[config.mk]
export PLATFORM = sky130hd
export DESIGN_NAME = mesh_rt_top
export DESIGN_NICKNAME = d
export VERILOG_FILES = /design/src/rtl/mesh_rt_pkg.sv /design/src/rtl/mesh_rt_chain.sv /design/src/rtl/mesh_rt_cex.sv /design/src/rtl/mesh_rt_seq.sv /design/src/rtl/mesh_rt_top.sv
export SDC_FILE = /design/constraint.sdc
export NUM_CORES = 1
export LEC_CHECK = 0
export BUFFER_PORTS_ARGS = -buffer_cell sky130_fd_sc_hd__buf_2
export CAP_MARGIN = 0
export CORE_MARGIN = 5
export CORE_UTILIZATION = 45
export DETAILED_ROUTE_END_ITERATION = 7
export PLACE_DENSITY_LB_ADDON = 0.1
export RECOVER_POWER = 100
export REMOVE_ABC_BUFFERS = 1
export SLEW_MARGIN = 40
export SYNTH_ARGS = -nofsm -noshare
export SYNTH_HDL_FRONTEND = slang
export SYNTH_SLANG_ARGS = --single-unit
[constraint.sdc]
create_clock -name clk -period 3.7 [get_ports clk]
set_input_delay 0.37 -clock clk [delete_from_list [all_inputs] [get_ports clk]]
set_output_delay 0.37 -clock clk [all_outputs]
set_load 0.02 [all_outputs]
[src/rtl/mesh_rt_pkg.sv]
package mesh_rt_pkg;

  typedef enum logic [1:0] {
    PH_H_ODD = 2'd0,
    PH_V_ODD = 2'd1,
    PH_H_EVN = 2'd2,
    PH_V_EVN = 2'd3
  } phase_e;

  // block number of the cell at column x, row y
  function automatic int blk_of(int x, int y, int b, int nbx);
    return (y / b) * nbx + (x / b);
  endfunction

  // column of the target cell that serves row index dst
  function automatic int tgt_col(int dst, int b, int nbx);
    return (dst % nbx) * b;
  endfunction

  // row of the target cell that serves row index dst
  function automatic int tgt_row(int dst, int b, int nbx);
    return (dst / nbx) * b;
  endfunction

  // Pair decision along one axis. Slot a sits at coordinate pos, slot b at pos+1.
  // A lone packet moves towards its target. With two packets, the farther-going
  // one wins its side; for both directions this reduces to "larger target goes high".
  function automatic logic cex_swap(logic va, int ta, logic vb, int tb, int pos);
    if (va && vb) return ta >= tb;
    if (va)       return ta > pos;
    if (vb)       return tb <= pos;
    return 1'b0;
  endfunction

endpackage

[src/rtl/mesh_rt_chain.sv]
module mesh_rt_chain #(
  parameter int N  = 16,
  parameter int IW = 2
) (
  input  logic            clk,
  input  logic            rst_n,
  input  logic            shift_en,
  input  logic            in_vld,
  input  logic [IW-1:0]   in_row,
  output logic [N-1:0]    ent_v,
  output logic [N*IW-1:0] ent_r
);

  for (genvar c = 0; c < N; c++) begin : g_cell
    logic          src_v;
    logic [IW-1:0] src_r;
    logic          cv;
    logic [IW-1:0] cr;

    if (c == 0) begin : g_head
      assign src_v = in_vld;
      assign src_r = in_row;
    end else begin : g_link
      assign src_v = ent_v[c-1];
      assign src_r = ent_r[(c-1)*IW +: IW];
    end

    always_ff @(posedge clk or negedge rst_n) begin
      if (!rst_n) begin
        cv <= 1'b0;
        cr <= '0;
      end else if (shift_en) begin
        cv <= src_v;
        cr <= src_r;
      end
    end

    assign ent_v[c]            = cv;
    assign ent_r[c*IW +: IW]   = cr;
  end

endmodule

[src/rtl/mesh_rt_cex.sv]
module mesh_rt_cex
  import mesh_rt_pkg::*;
#(
  parameter int IW  = 2,
  parameter int CW  = 2,
  parameter int POS = 0
) (
  input  logic          va,
  input  logic [IW-1:0] da,
  input  logic [CW-1:0] ta,
  input  logic          vb,
  input  logic [IW-1:0] db,
  input  logic [CW-1:0] tb,
  output logic          swap,
  output logic          kill
);

  always_comb begin
    kill = va && vb && (da == db);
    swap = cex_swap(va, int'(ta), vb, int'(tb), POS);
  end

endmodule

[src/rtl/mesh_rt_seq.sv]
module mesh_rt_seq
  import mesh_rt_pkg::*;
#(
  parameter int LIMIT_ROUNDS = 16,
  localparam int RW = (LIMIT_ROUNDS > 1) ? $clog2(LIMIT_ROUNDS) : 1
) (
  input  logic   clk,
  input  logic   rst_n,
  input  logic   go,
  input  logic   more,
  output logic   busy,
  output logic   done,
  output logic   limit_hit,
  output phase_e phase
);

  logic [RW-1:0] round;
  logic          last_phase;

  assign last_phase = (round == RW'(LIMIT_ROUNDS - 1)) && (phase == PH_V_EVN);

  always_ff @(posedge clk or negedge rst_n) begin
    if (!rst_n) begin
      busy      <= 1'b0;
      done      <= 1'b0;
      limit_hit <= 1'b0;
      phase     <= PH_H_ODD;
      round     <= '0;
    end else if (go) begin
      busy      <= 1'b1;
      done      <= 1'b0;
      limit_hit <= 1'b0;
      phase     <= PH_H_ODD;
      round     <= '0;
    end else if (busy) begin
      if (!more) begin
        busy <= 1'b0;
        done <= 1'b1;
      end else if (last_phase) begin
        busy      <= 1'b0;
        done      <= 1'b1;
        limit_hit <= 1'b1;
      end else begin
        done  <= 1'b0;
        phase <= phase_e'(phase + 2'd1);
        if (phase == PH_V_EVN) round <= round + RW'(1);
      end
    end else begin
      done <= 1'b0;
    end
  end

endmodule

[src/rtl/mesh_rt_top.sv]
module mesh_rt_top
  import mesh_rt_pkg::*;
#(
  parameter int M            = 4,
  parameter int B            = 2,
  parameter int LIMIT_ROUNDS = 4 * M,
  localparam int NBX = M / B,
  localparam int D   = NBX * NBX,
  localparam int N   = M * M,
  localparam int IW  = (D > 1) ? $clog2(D) : 1,
  localparam int CW  = (M > 1) ? $clog2(M) : 1,
  localparam int NP  = M * (M - 1)
) (
  input  logic          clk,
  input  logic          rst_n,
  input  logic          ld_en,
  input  logic          ld_vld,
  input  logic [IW-1:0] ld_row,
  input  logic          start,
  input  logic [D-1:0]  vec_in,
  output logic          busy,
  output logic          done,
  output logic          limit_hit,
  output logic [D-1:0]  res
);

  // entry storage
  logic [N-1:0]    ent_v;
  logic [N*IW-1:0] ent_r;

  // packet state and its next value
  logic [N-1:0]  pk_v;
  logic [IW-1:0] pk_d [N];
  logic [N-1:0]  nx_v;
  logic [IW-1:0] nx_d [N];

  // named events, visible to the checker
  logic [N-1:0]  hit;     // packet absorbed at its target this clock
  logic [N-1:0]  ann;     // packet annihilated this clock
  logic [N-1:0]  s1_v;    // packets left after absorption
  logic [N-1:0]  em_v;    // packets created by a start
  logic [D-1:0]  acc_nx;
  logic          go;
  logic          more;
  phase_e        phase;
  logic          ph_vert;
  logic          ph_odd;

  logic [CW-1:0] tcol [N];
  logic [CW-1:0] trow [N];
  logic [NP-1:0] h_swap, h_kill, v_swap, v_kill;

  assign go      = start && !busy;
  assign ph_vert = (phase == PH_V_ODD) || (phase == PH_V_EVN);
  assign ph_odd  = (phase == PH_H_ODD) || (phase == PH_V_ODD);
  assign more    = |nx_v;

  mesh_rt_chain #(.N(N), .IW(IW)) u_chain (
    .clk      (clk),
    .rst_n    (rst_n),
    .shift_en (ld_en && !busy),
    .in_vld   (ld_vld),
    .in_row   (ld_row),
    .ent_v    (ent_v),
    .ent_r    (ent_r)
  );

  mesh_rt_seq #(.LIMIT_ROUNDS(LIMIT_ROUNDS)) u_seq (
    .clk       (clk),
    .rst_n     (rst_n),
    .go        (go),
    .more      (more),
    .busy      (busy),
    .done      (done),
    .limit_hit (limit_hit),
    .phase     (phase)
  );

  // per-cell static decode: block, target flag, emission, absorption
  for (genvar c = 0; c < N; c++) begin : g_cell
    localparam int  CX   = c % M;
    localparam int  CY   = c / M;
    localparam int  OWN  = blk_of(CX, CY, B, NBX);
    localparam bit  IS_T = ((CX % B) == 0) && ((CY % B) == 0);

    assign em_v[c] = ent_v[c] && vec_in[OWN];
    assign hit[c]  = pk_v[c] && IS_T && (pk_d[c] == IW'(OWN));
    assign s1_v[c] = pk_v[c] && !hit[c];
    assign tcol[c] = CW'(tgt_col(int'(pk_d[c]), B, NBX));
    assign trow[c] = CW'(tgt_row(int'(pk_d[c]), B, NBX));
  end

  // parity accumulators, one per target cell
  for (genvar b = 0; b < D; b++) begin : g_acc
    localparam int TC = (b / NBX) * B * M + (b % NBX) * B;
    assign acc_nx[b] = res[b] ^ hit[TC];
  end

  // horizontal pairs: (x, y) with (x+1, y)
  for (genvar y = 0; y < M; y++) begin : g_hrow
    for (genvar x = 0; x < M - 1; x++) begin : g_hpair
      mesh_rt_cex #(.IW(IW), .CW(CW), .POS(x)) u_cex (
        .va   (s1_v[y*M+x]),
        .da   (pk_d[y*M+x]),
        .ta   (tcol[y*M+x]),
        .vb   (s1_v[y*M+x+1]),
        .db   (pk_d[y*M+x+1]),
        .tb   (tcol[y*M+x+1]),
        .swap (h_swap[y*(M-1)+x]),
        .kill (h_kill[y*(M-1)+x])
      );
    end
  end

  // vertical pairs: (x, y) with (x, y+1)
  for (genvar x = 0; x < M; x++) begin : g_vcol
    for (genvar y = 0; y < M - 1; y++) begin : g_vpair
      mesh_rt_cex #(.IW(IW), .CW(CW), .POS(y)) u_cex (
        .va   (s1_v[y*M+x]),
        .da   (pk_d[y*M+x]),
        .ta   (trow[y*M+x]),
        .vb   (s1_v[(y+1)*M+x]),
        .db   (pk_d[(y+1)*M+x]),
        .tb   (trow[(y+1)*M+x]),
        .swap (v_swap[x*(M-1)+y]),
        .kill (v_kill[x*(M-1)+y])
      );
    end
  end

  // apply the active phase's pair decisions
  always_comb begin
    nx_v = s1_v;
    ann  = '0;
    for (int c = 0; c < N; c++) nx_d[c] = pk_d[c];

    for (int y = 0; y < M; y++) begin
      for (int x = 0; x < M - 1; x++) begin
        if (!ph_vert && (((x % 2) == 1) == ph_odd)) begin
          if (h_kill[y*(M-1)+x]) begin
            ann[y*M+x]   = 1'b1;
            ann[y*M+x+1] = 1'b1;
          end else if (h_swap[y*(M-1)+x]) begin
            nx_v[y*M+x]   = s1_v[y*M+x+1];
            nx_v[y*M+x+1] = s1_v[y*M+x];
            nx_d[y*M+x]   = pk_d[y*M+x+1];
            nx_d[y*M+x+1] = pk_d[y*M+x];
          end
        end
      end
    end

    for (int x = 0; x < M; x++) begin
      for (int y = 0; y < M - 1; y++) begin
        if (ph_vert && (((y % 2) == 1) == ph_odd)) begin
          if (v_kill[x*(M-1)+y]) begin
            ann[y*M+x]     = 1'b1;
            ann[(y+1)*M+x] = 1'b1;
          end else if (v_swap[x*(M-1)+y]) begin
            nx_v[y*M+x]     = s1_v[(y+1)*M+x];
            nx_v[(y+1)*M+x] = s1_v[y*M+x];
            nx_d[y*M+x]     = pk_d[(y+1)*M+x];
            nx_d[(y+1)*M+x] = pk_d[y*M+x];
          end
        end
      end
    end

    nx_v = nx_v & ~ann;
  end

  always_ff @(posedge clk or negedge rst_n) begin
    if (!rst_n) begin
      pk_v <= '0;
      res  <= '0;
      for (int c = 0; c < N; c++) pk_d[c] <= '0;
    end else if (go) begin
      pk_v <= em_v;
      res  <= '0;
      for (int c = 0; c < N; c++) pk_d[c] <= ent_r[c*IW +: IW];
    end else if (busy) begin
      pk_v <= nx_v;
      res  <= acc_nx;
      for (int c = 0; c < N; c++) pk_d[c] <= nx_d[c];
    end
  end

endmodule

[Yosys cells after proc, flatten, opt, wreduce, memory -nomap -nowiden]
Cells that the tools add are included.
Operators by class
  add/sub/neg operators: 2
  order comparisons: 72
  equal/unequal tests: 31
  multiplexer cells: 571
  bitwise operators: 7
  reductions and logical operators: 97
Operators with widths (count)
  1-bit two-way mux: 388
  2-bit two-way mux: 136
  4-bit two-way mux: 43
  1-bit logical AND: 79
  32-bit two-way mux: 2
  2-bit == test: 24
  2-bit greater-or-equal comparator: 24
  2-bit by 1-bit greater-than comparator with 1-bit output, second input constant: 16
  2-bit by 1-bit <= comparator with 1-bit output, second input constant: 16
  16-bit two-way mux: 2
  16-bit AND: 1
  2-bit greater-than comparator, second input constant: 8
  2-bit <= comparator, second input constant: 8
  16-bit NOT: 1
  16-bit OR reduction: 1
  2-bit nonzero test: 4
  2-bit == test, second input constant: 3
  1-bit logical NOT: 6
  3-bit AND reduction: 2
  4-bit by 1-bit adder with 4-bit output, second input constant: 1
  2-bit by 1-bit == test with 1-bit output, second input constant: 2
  4-bit == test, second input constant: 1
  2-bit logical NOT: 2
  4-bit AND reduction: 1
  5 further kinds: 9
Word-level totals
  register bits after elaboration: 109
  bits of input ports: 11
  output and inout port bits: 7
  logic and storage cells: 835

[Depth between registers and ports, before layout]
Gate-level depths: netlist of the first run.
  depth after elaboration: 32
  depth in mapped cells: 13
  mapped depth without buffers: 11

[Cells and area by module]
From an unflattened synthesis of the first run, not the netlist that was laid out.
Unflattened totals
  cells, all modules: 1048
  area, all modules: 9574.2 µm²
Modules (own cells, without submodules)
  mesh_rt_top: instances 1, cells each 559, area each 4704.5 µm², sequential area each 1301.2 µm²
  mesh_rt_chain: instances 1, cells each 117, area each 1980.6 µm², sequential area each 1201.2 µm²
  mesh_rt_cex at g_hrow[0].g_hpair[0].u_cex ...: instances 8, cells each 14, area each 103.8 µm², sequential area each 0.0 µm²
  mesh_rt_cex at g_hrow[0].g_hpair[1].u_cex ...: instances 8, cells each 13, area each 102.6 µm², sequential area each 0.0 µm²
  mesh_rt_cex at g_hrow[0].g_hpair[2].u_cex ...: instances 8, cells each 14, area each 96.3 µm², sequential area each 0.0 µm²
  mesh_rt_seq: instances 1, cells each 44, area each 466.7 µm², sequential area each 225.2 µm²

[Least setup slack after synthesis of the first run]
No wires, ideal clock.
  path kind: register to register
  start point: register pk_d[25] in the netlist's numbering
  end point: register u_seq.round[1]
  setup time: 132 ps
  arrival time: 2628 ps
  data required time: 3568 ps
  slack: 940 ps
  stages on the path, launching flop included: 13
  buffers on the path: 1
  period minus slack after synthesis: 2760 ps
  path through: dfrtp_1 > clkbuf_1 > inv_1 > ha_1 > mux2_1 > mux2i_2 > a21oi_1 > o31a_1 > a211oi_2 > nand4_4 > o31ai_4 > mux2i_1 > o21ai_1
Between the ends
  word-level cells in the longest chain between the ends: 17
  elaborated cells between the ends (all ways): 41
  those cells by class: order compare: 2; eq/ne: 2; mux: 30; bitwise: 2; reduce/logical: 5
RTL lines
  from (decl): RTL line mesh_rt_top.sv:33  | logic [IW-1:0] pk_d [N];
  2-bit greater-or-equal comparator: RTL line mesh_rt_pkg.sv:29  | if (va && vb) return ta >= tb;
  1-bit two-way mux: RTL line mesh_rt_pkg.sv:29
  1-bit two-way mux: RTL line mesh_rt_pkg.sv:30  | if (va) return ta > pos;
  1-bit two-way mux: RTL line mesh_rt_pkg.sv:31  | if (vb) return tb <= pos;
  1-bit two-way mux: RTL line mesh_rt_pkg.sv:32  | return 1'b0;
  1-bit two-way mux: RTL line mesh_rt_pkg.sv:31
  1-bit two-way mux: RTL line mesh_rt_pkg.sv:30
  1-bit two-way mux: RTL line mesh_rt_top.sv:159  | end else if (v_swap[x*(M-1)+y]) begin
  1-bit two-way mux: RTL line mesh_rt_top.sv:156  | if (v_kill[x*(M-1)+y]) begin
  1-bit two-way mux: RTL line mesh_rt_top.sv:155  | if (ph_vert && (((y % 2) == 1) == ph_odd)) begin
  1-bit two-way mux: RTL line mesh_rt_top.sv:159
  1-bit two-way mux: RTL line mesh_rt_top.sv:156
  1-bit two-way mux: RTL line mesh_rt_top.sv:155
  16-bit AND *: RTL line mesh_rt_top.sv:169  | nx_v = nx_v & ~ann;
  16-bit OR reduction *: RTL line mesh_rt_top.sv:56  | assign more = |nx_v;
  2-bit nonzero test (no source line) *
  4-bit AND reduction (no source line) *
  to (signal assigned): RTL line mesh_rt_seq.sv:46  | if (phase == PH_V_EVN) round <= round + RW'(1);
  to (decl): RTL line mesh_rt_seq.sv:17  | logic [RW-1:0] round;
Every way passes the cells marked *; elsewhere a longest branch is shown, timed or not. The select of a mux whose other input is x is not followed.
A chain may end at the register's enable or synchronous reset.

[Worst setup path after layout of the first run]
  start point: register u_seq.busy
  end point: register u_chain.g_cell[2].cr[0]
Between the ends
  word-level cells in the longest chain between the ends: 2
RTL lines
  from (decl): RTL line mesh_rt_seq.sv:11  | output logic busy,
  from (signal assigned): RTL line mesh_rt_seq.sv:24  | busy <= 1'b0;
  from (signal assigned): RTL line mesh_rt_seq.sv:30  | busy <= 1'b1;
  from (signal assigned): RTL line mesh_rt_seq.sv:37  | busy <= 1'b0;
  1-bit logical NOT: RTL line mesh_rt_top.sv:61  | .shift_en (ld_en && !busy),
  1-bit logical AND: RTL line mesh_rt_top.sv:61
  to (signal assigned): RTL line mesh_rt_chain.sv:34  | cr <= src_r;
  to (decl): RTL line mesh_rt_chain.sv:18  | logic [IW-1:0] cr;
No other way between the ends.

==> flow_metrics.env, run 1 <==
export IMPL_status="finished, violations left"
export IMPL_fmax_mhz=297
export IMPL_ys_ff_latch=109
export IMPL_end_kind="register"
export IMPL_synth_ff_type="dfrtp_1"
export IMPL_h_tree_depth=3
export IMPL_place_ws_ns=0.539
export IMPL_instances_no_fill=1199
export IMPL_synth_area_leaders="dfrtp_1 (32%), mux2_2 (6.6%), mux2i_1 (6.3%)"
export IMPL_dr_pass1_iters=5
export IMPL_p_per_area_mw_per_mm2=867
export IMPL_worstHoldPathType="in2reg"
export IMPL_routed_via_count=7361
export IMPL_synth_area_leader_cell="dfrtp_1"
export IMPL_crit_arrival_ns=3.62
export IMPL_diodes=0
export IMPL_drt_total_wl_um=25100
export IMPL_period_share_pct=91.0
export IMPL_antenna_found_initial=0
export IMPL_setup_tns_ns=0
export IMPL_setup_ws_ns=0.333
export IMPL_wl_per_cell_um=21.0
export IMPL_setup_viol=0
export IMPL_grt_pass1_wl_um=40400
export IMPL_async_flop_share_pct=100
export IMPL_fp_coreArea_mm2=0.0186
export IMPL_ys_warn_count=0
export IMPL_hpwl_um=18000
export IMPL_gr_total_overflow=0
export IMPL_r2r_slack_ns=0.33
export IMPL_synth_edf_count=0
export IMPL_cp_start_kind="register"
export IMPL_irDropWorstVdd_mv=0.349
export IMPL_ant_nets=0
export IMPL_postCtsSetupRepairBufs=0
export IMPL_clock_path_buffers=2
export IMPL_tritoncts="yes"
export IMPL_failed_checks="capacitance limit, slew limit"
export IMPL_drtIter0Drc=670
export IMPL_design_die_area_mm2=0.0218
export IMPL_cp_max_fo=29
export IMPL_rsz0062_at_grt="no"
export IMPL_path_class="reg2reg"
export IMPL_grt_pass1_vias=6955
export IMPL_viasPerCell=6.14
export IMPL_worst_slew_pin_slew_ns=2.82
export IMPL_hold_viol=0
export IMPL_worstPathRequired_ns=3.95
export IMPL_path_clk_slew_ns=0.08
export IMPL_clk_latency_ns=0.36
export IMPL_nets=1000
export IMPL_finalClockSkew_ns=0.00860
export IMPL_fp_dieH_um=148
export IMPL_slew_viol_final=162
export IMPL_synth_avg_cell_area_um2=8.72
export IMPL_syn2layout_area_growth_pct=6.36
export IMPL_slew_headroom_pct=-87.7
export IMPL_io_pins=18
export IMPL_gp_congestion=0.922
export IMPL_start_util_pct=45.7
export IMPL_cts_root_buf="clkbuf_16"
export IMPL_track_usage_pct=23.3
export IMPL_placedCellCount=1183
export IMPL_nFillCells=1853
export IMPL_yosysSeqAreaShare_pct=32.0
export IMPL_fin_crit_ns=3.37
export IMPL_maxCapViolations=4
export IMPL_yosysTopAreaCellShare_pct=32.0
export IMPL_postCtsResizedCells=0
export IMPL_numCtsBuffers=9
export IMPL_grt_max_degree=67
export IMPL_cts_sinks=109
export IMPL_layout_drive_gt1_share_pct=14.3
export IMPL_p_leak_nw=3.86
export IMPL_row_count=50
export IMPL_finalPower_mw=7.85
export IMPL_drc=0
export IMPL_syn_area_mm2=0.00852
export IMPL_yosysUniqueCellTypes=90
export IMPL_hold_buffers=0
export IMPL_post_route_util_pct=48.6
export IMPL_io_buffers=17
export IMPL_syn_instance_count=977
export IMPL_die_x_um=148
## where the power goes
part,switching [mW],leakage (nW),internal [mW]
Sequential,0.837,1.40,1.63
Clock,0.502,0.150,0.510
Combinational,2.55,2.32,1.82
## layer usage
layer / vias to the layer above / track usage [%] / share of wire, %
li1: 3552 / - / -
met1: 3565 / 35.3 / 49
met2: 211 / 35.2 / 44
met3: 33 / 3.16 / 5.4
met4: 0 / 5.64 / 1.6
met5: - / 0 / 0
## registers in the layout, indices dropped and copies added, names as in the netlist, 2 cells and up
register and cells:
u_seq.phase 2, pk_d 32, u_chain.g_cell.cv 15, res 4
pk_v 16, u_seq.round 4, u_chain.g_cell.cr 30, u_chain.g_cell.src_r 2
## synth_stat cells, types with 7 or more instances
| library cell | n |
|---|---|
| a211oi_1 | 15 |
| a21oi_1 | 71 |
| a31oi_1 | 10 |
| and2_1 | 10 |
| and3_1 | 20 |
| buf_1 | 10 |
| buf_2 | 28 |
| clkbuf_1 | 31 |
| dfrtp_1 | 109 |
| ha_1 | 29 |
| inv_1 | 39 |
| mux2_2 | 50 |
| mux2i_1 | 54 |
| nand2_1 | 110 |
| nand2b_1 | 9 |
| nand3_1 | 40 |
| nor2_1 | 33 |
| nor2b_1 | 11 |
| nor3_1 | 7 |
| o211a_1 | 10 |
| o211ai_1 | 27 |
| o21ai_0 | 83 |
| o21ai_1 | 10 |
| or3_1 | 8 |
| xnor2_1 | 10 |
| xor2_1 | 8 |
## through the flow
| stage | hold WS (ns) | cell area (µm²) |
|---|---|---|
| floorplan | 0.0744 | 8120 |
| global placement | 0.461 | 8800 |
| CTS | 0.0682 | 9100 |
| global route | 0.228 | 9060 |
| finish | 0.234 | 9060 |
| detailed placement | 0.456 | 8800 |
## cell families after synthesis
family	share of synthesized area (%)
compound gates	24.7
xor+xnor	2.04
fa+ha+maj	4.26
buf+inv	6.45
flops	32.0
mux	13.4
simple gates	17.1
## worst max-delay path, stage by stage (launching register included)
cell     delay (ns)
dfrtp_2        0.50
nor2b_1        1.84
buf_4          0.52
mux2_2         0.37
## area by class of cell
| class | count | area (µm²) | share of cell area (%) |
|---|---|---|---|
| multi-input cells | 747 | 5250 | 57.9 |
| flip-flops and latches | 109 | 2730 | 30.1 |
| repair buffers | 52 | 334 | 3.69 |
| well taps | 234 | 293 | 3.23 |
| clock buffers | 11 | 253 | 2.79 |
| inverters | 41 | 154 | 1.70 |
| clock inverters | 5 | 48.8 | 0.539 |
## worst paths after layout
check,startpoint,end,cells after the start
setup / recovery,u_seq.busy,u_chain.g_cell[2].cr[0],3
hold / removal,ld_row[0],u_chain.g_cell[0].cr[0],2
setup reg to reg,u_seq.busy,u_chain.g_cell[2].cr[0],3
hold reg to reg,res[1],res[1],1
max in group asynchronous,rst_n,u_seq.busy,1
min in group asynchronous,rst_n,pk_d[21],1
## placed cells by master (no fill, tap or decap), drive strengths merged, types with 8 or more instances in the layout
master / count
nor2: 33
clkbuf: 26
mux2: 52
o211a: 10
or3: 8
ha: 29
a21oi: 73
a211oi: 19
and3: 20
nand2b: 10
dfrtp: 109
and2: 11
nand2: 111
xnor2: 11
nand3: 40
o211ai: 30
o21ai: 93
mux2i: 55
a31oi: 11
buf: 37
nor3: 9
nor2b: 12
inv: 44
xor2: 8
Note: power is estimated with default switching activity, not from simulation.
==> run 2, diff against run 1 <==
GPL_TIMING_DRIVEN = 0   (was unset)
==> run 2 against run 1 <==
  * Sequential share of layout area up 0.34 points
  * Via count down 1.8%
  * Design area down 1.1%
  * The flow still finishes with violations (capacitance limit, slew limit)
==> flow_metrics.env, run 2 (synthesized netlist as in run 1, its figures left out) <==
export IMPL_whs_path_depth=2
export IMPL_cts_root_buf="clkbuf_16"
export IMPL_hpwl_um=17000
export IMPL_gr_total_overflow=0
export IMPL_drtIter0Drc=632
export IMPL_p_per_area_mw_per_mm2=855
export IMPL_syn2layout_area_growth_pct=5.17
export IMPL_r2r_slack_ns=0.20
export IMPL_crit_start="u_seq.phase[1]"
export IMPL_setup_viol=0
export IMPL_setup_tns_ns=0
export IMPL_period_share_pct=94.6
export IMPL_maxCapViolations=2
export IMPL_drt_total_wl_um=24000
export IMPL_track_usage_pct=22.2
export IMPL_nets=976
export IMPL_p_leak_nw=3.77
export IMPL_antenna_found_initial=0
export IMPL_numCtsBuffers=9
export IMPL_row_count=50
export IMPL_fmax_mhz=286
export IMPL_ant_nets=0
export IMPL_die_x_um=148
export IMPL_clock_path_buffers=2
export IMPL_worst_slew_pin_slew_ns=1.81
export IMPL_end_kind="register"
export IMPL_io_pins=18
export IMPL_cp_start_kind="register"
export IMPL_io_buffers=17
export IMPL_drc=0
export IMPL_h_tree_depth=3
export IMPL_min_from="ld_row[1]"
export IMPL_start_util_pct=45.7
export IMPL_slew_headroom_pct=-20.4
export IMPL_layout_drive_gt1_share_pct=13.3
export IMPL_routed_via_count=7231
export IMPL_r2r_cells=9
export IMPL_layout_area_seq_mm2=0.00273
export IMPL_grt_max_degree=53
export IMPL_worstHoldPathType="in2reg"
export IMPL_finalClockSkew_ns=0.0113
export IMPL_diodes=0
export IMPL_multiInputGateArea_mm2=0.00528
export IMPL_fin_hold_ws_ns=0.238
export IMPL_crit_arrival_ns=3.73
export IMPL_cp_max_fo=20
export IMPL_nFillCells=1851
export IMPL_dr_pass1_iters=5
export IMPL_final_cell_mix="nand2_1 (110), dfrtp_1 (108), o21ai_0 (85)"
export IMPL_failed_checks="capacitance limit, slew limit"
export IMPL_rsz0062_at_grt="no"
export IMPL_regMostFlops="pk_d"
export IMPL_cts_sinks=109
export IMPL_largest_reg_flops=32
export IMPL_r2r_end="u_seq.phase[1]"
export IMPL_clk_latency_ns=0.36
export IMPL_grt_pass1_wl_um=38800
export IMPL_gp_congestion=0.880
export IMPL_worstPathRequired_ns=3.93
export IMPL_design_die_area_mm2=0.0218
export IMPL_path_class="reg2reg"
export IMPL_fp_dieH_um=148
export IMPL_hold_viol=0
export IMPL_fp_coreArea_mm2=0.0186
export IMPL_viasPerCell=6.15
export IMPL_path_clk_slew_ns=0.08
export IMPL_reg_top3="pk_d x32, u_chain.g_cell.cr x30, pk_v x16"
export IMPL_grt_pass1_vias=6779
export IMPL_layout_commonest_cell="nand2_1"
export IMPL_slew_viol_final=88
export IMPL_wl_per_cell_um=20.4
export IMPL_status="finished, violations left"
export IMPL_r2r_start="u_seq.phase[1]"
export IMPL_worstHoldEndpoint="u_chain.g_cell[0].cr[1]"
export IMPL_irDropWorstVdd_mv=0.320
export IMPL_tritoncts="yes"
export IMPL_fin_crit_ns=3.50
## run 2: cell count changes in the layout (fill, tap and decap cells not counted), moves of 3 or more
cell | previous run | this run
buf_4 | 25 | 5
clkbuf_1 | 15 | 10
ha_1 | 29 | 26
o21ai_0 | 88 | 85
o21ai_1 | 5 | 8
## run 2: repair_timing
item,4_1_cts,5_1_grt
hold endpoints to repair,33,0
endpoints found under the setup margin,0,9
hold buffers,1,0
setup buffers,0,4
gates resized for setup,0,4
## run 2: worst max-delay path by stage
stage	cells after the start	endpoint
3_3_place_gp	2	u_chain.g_cell[2].cr[0]
3_5_place_dp	10	u_seq.phase[1]
2_1_floorplan	2	u_chain.g_cell[0].cr[0]
6_report	9	u_seq.phase[1]
4_1_cts	10	u_seq.phase[1]
5_1_grt	11	u_seq.round[1]
## run 2: power breakdown
group / internal (mW) / switching (mW) / total, mW
registers: 1.63 / 1.03 / 2.66
logic: 1.72 / 2.29 / 4.01
clock network: 0.516 / 0.471 / 0.987
## run 2: layout make-up
cell class,count,area share (%)
clock buffer,14,3.06
clock inverter,2,0.182
inverter,41,1.75
multi-input combinational,747,59.0
sequential,109,30.5
tap,234,3.27
timing repair buffer,28,2.30
## run 2: per-stage QoR
step | worst slack (ns) | instance area, µm² | std cells | power, mW | util [%]
floorplan | -0.341 | 8120 | 897 | 5.34 | -
global placement | -2.07 | 8500 | 1148 | 6.54 | 45.6
detailed placement | 0.0393 | 8670 | 1154 | 6.62 | 46.5
CTS | 0.0184 | 8970 | 1171 | 7.63 | 48.1
global route | 0.00368 | 8960 | 1175 | 8.28 | 48.0
finish | 0.200 | 8960 | 1175 | 7.66 | 48.0
## run 2: metal layers
layer,vias up,part of all wire (%),global-route usage [%]
li1,3500,-,-
met1,3508,50,33.4
met2,206,44,34.3
met3,17,5.2,2.85
met4,0,0.98,4.43
met5,-,0,0
## run 2: worst max-delay path: stages (launching register included)
cell and delay, ns:
dfrtp_1 0.45, ha_2 0.58, inv_1 0.31, or4_1 0.51
and4_1 0.24, a211oi_2 0.37, nand4_4 0.22, o31ai_4 0.38
mux2i_1 0.22, o21ai_1 0.07
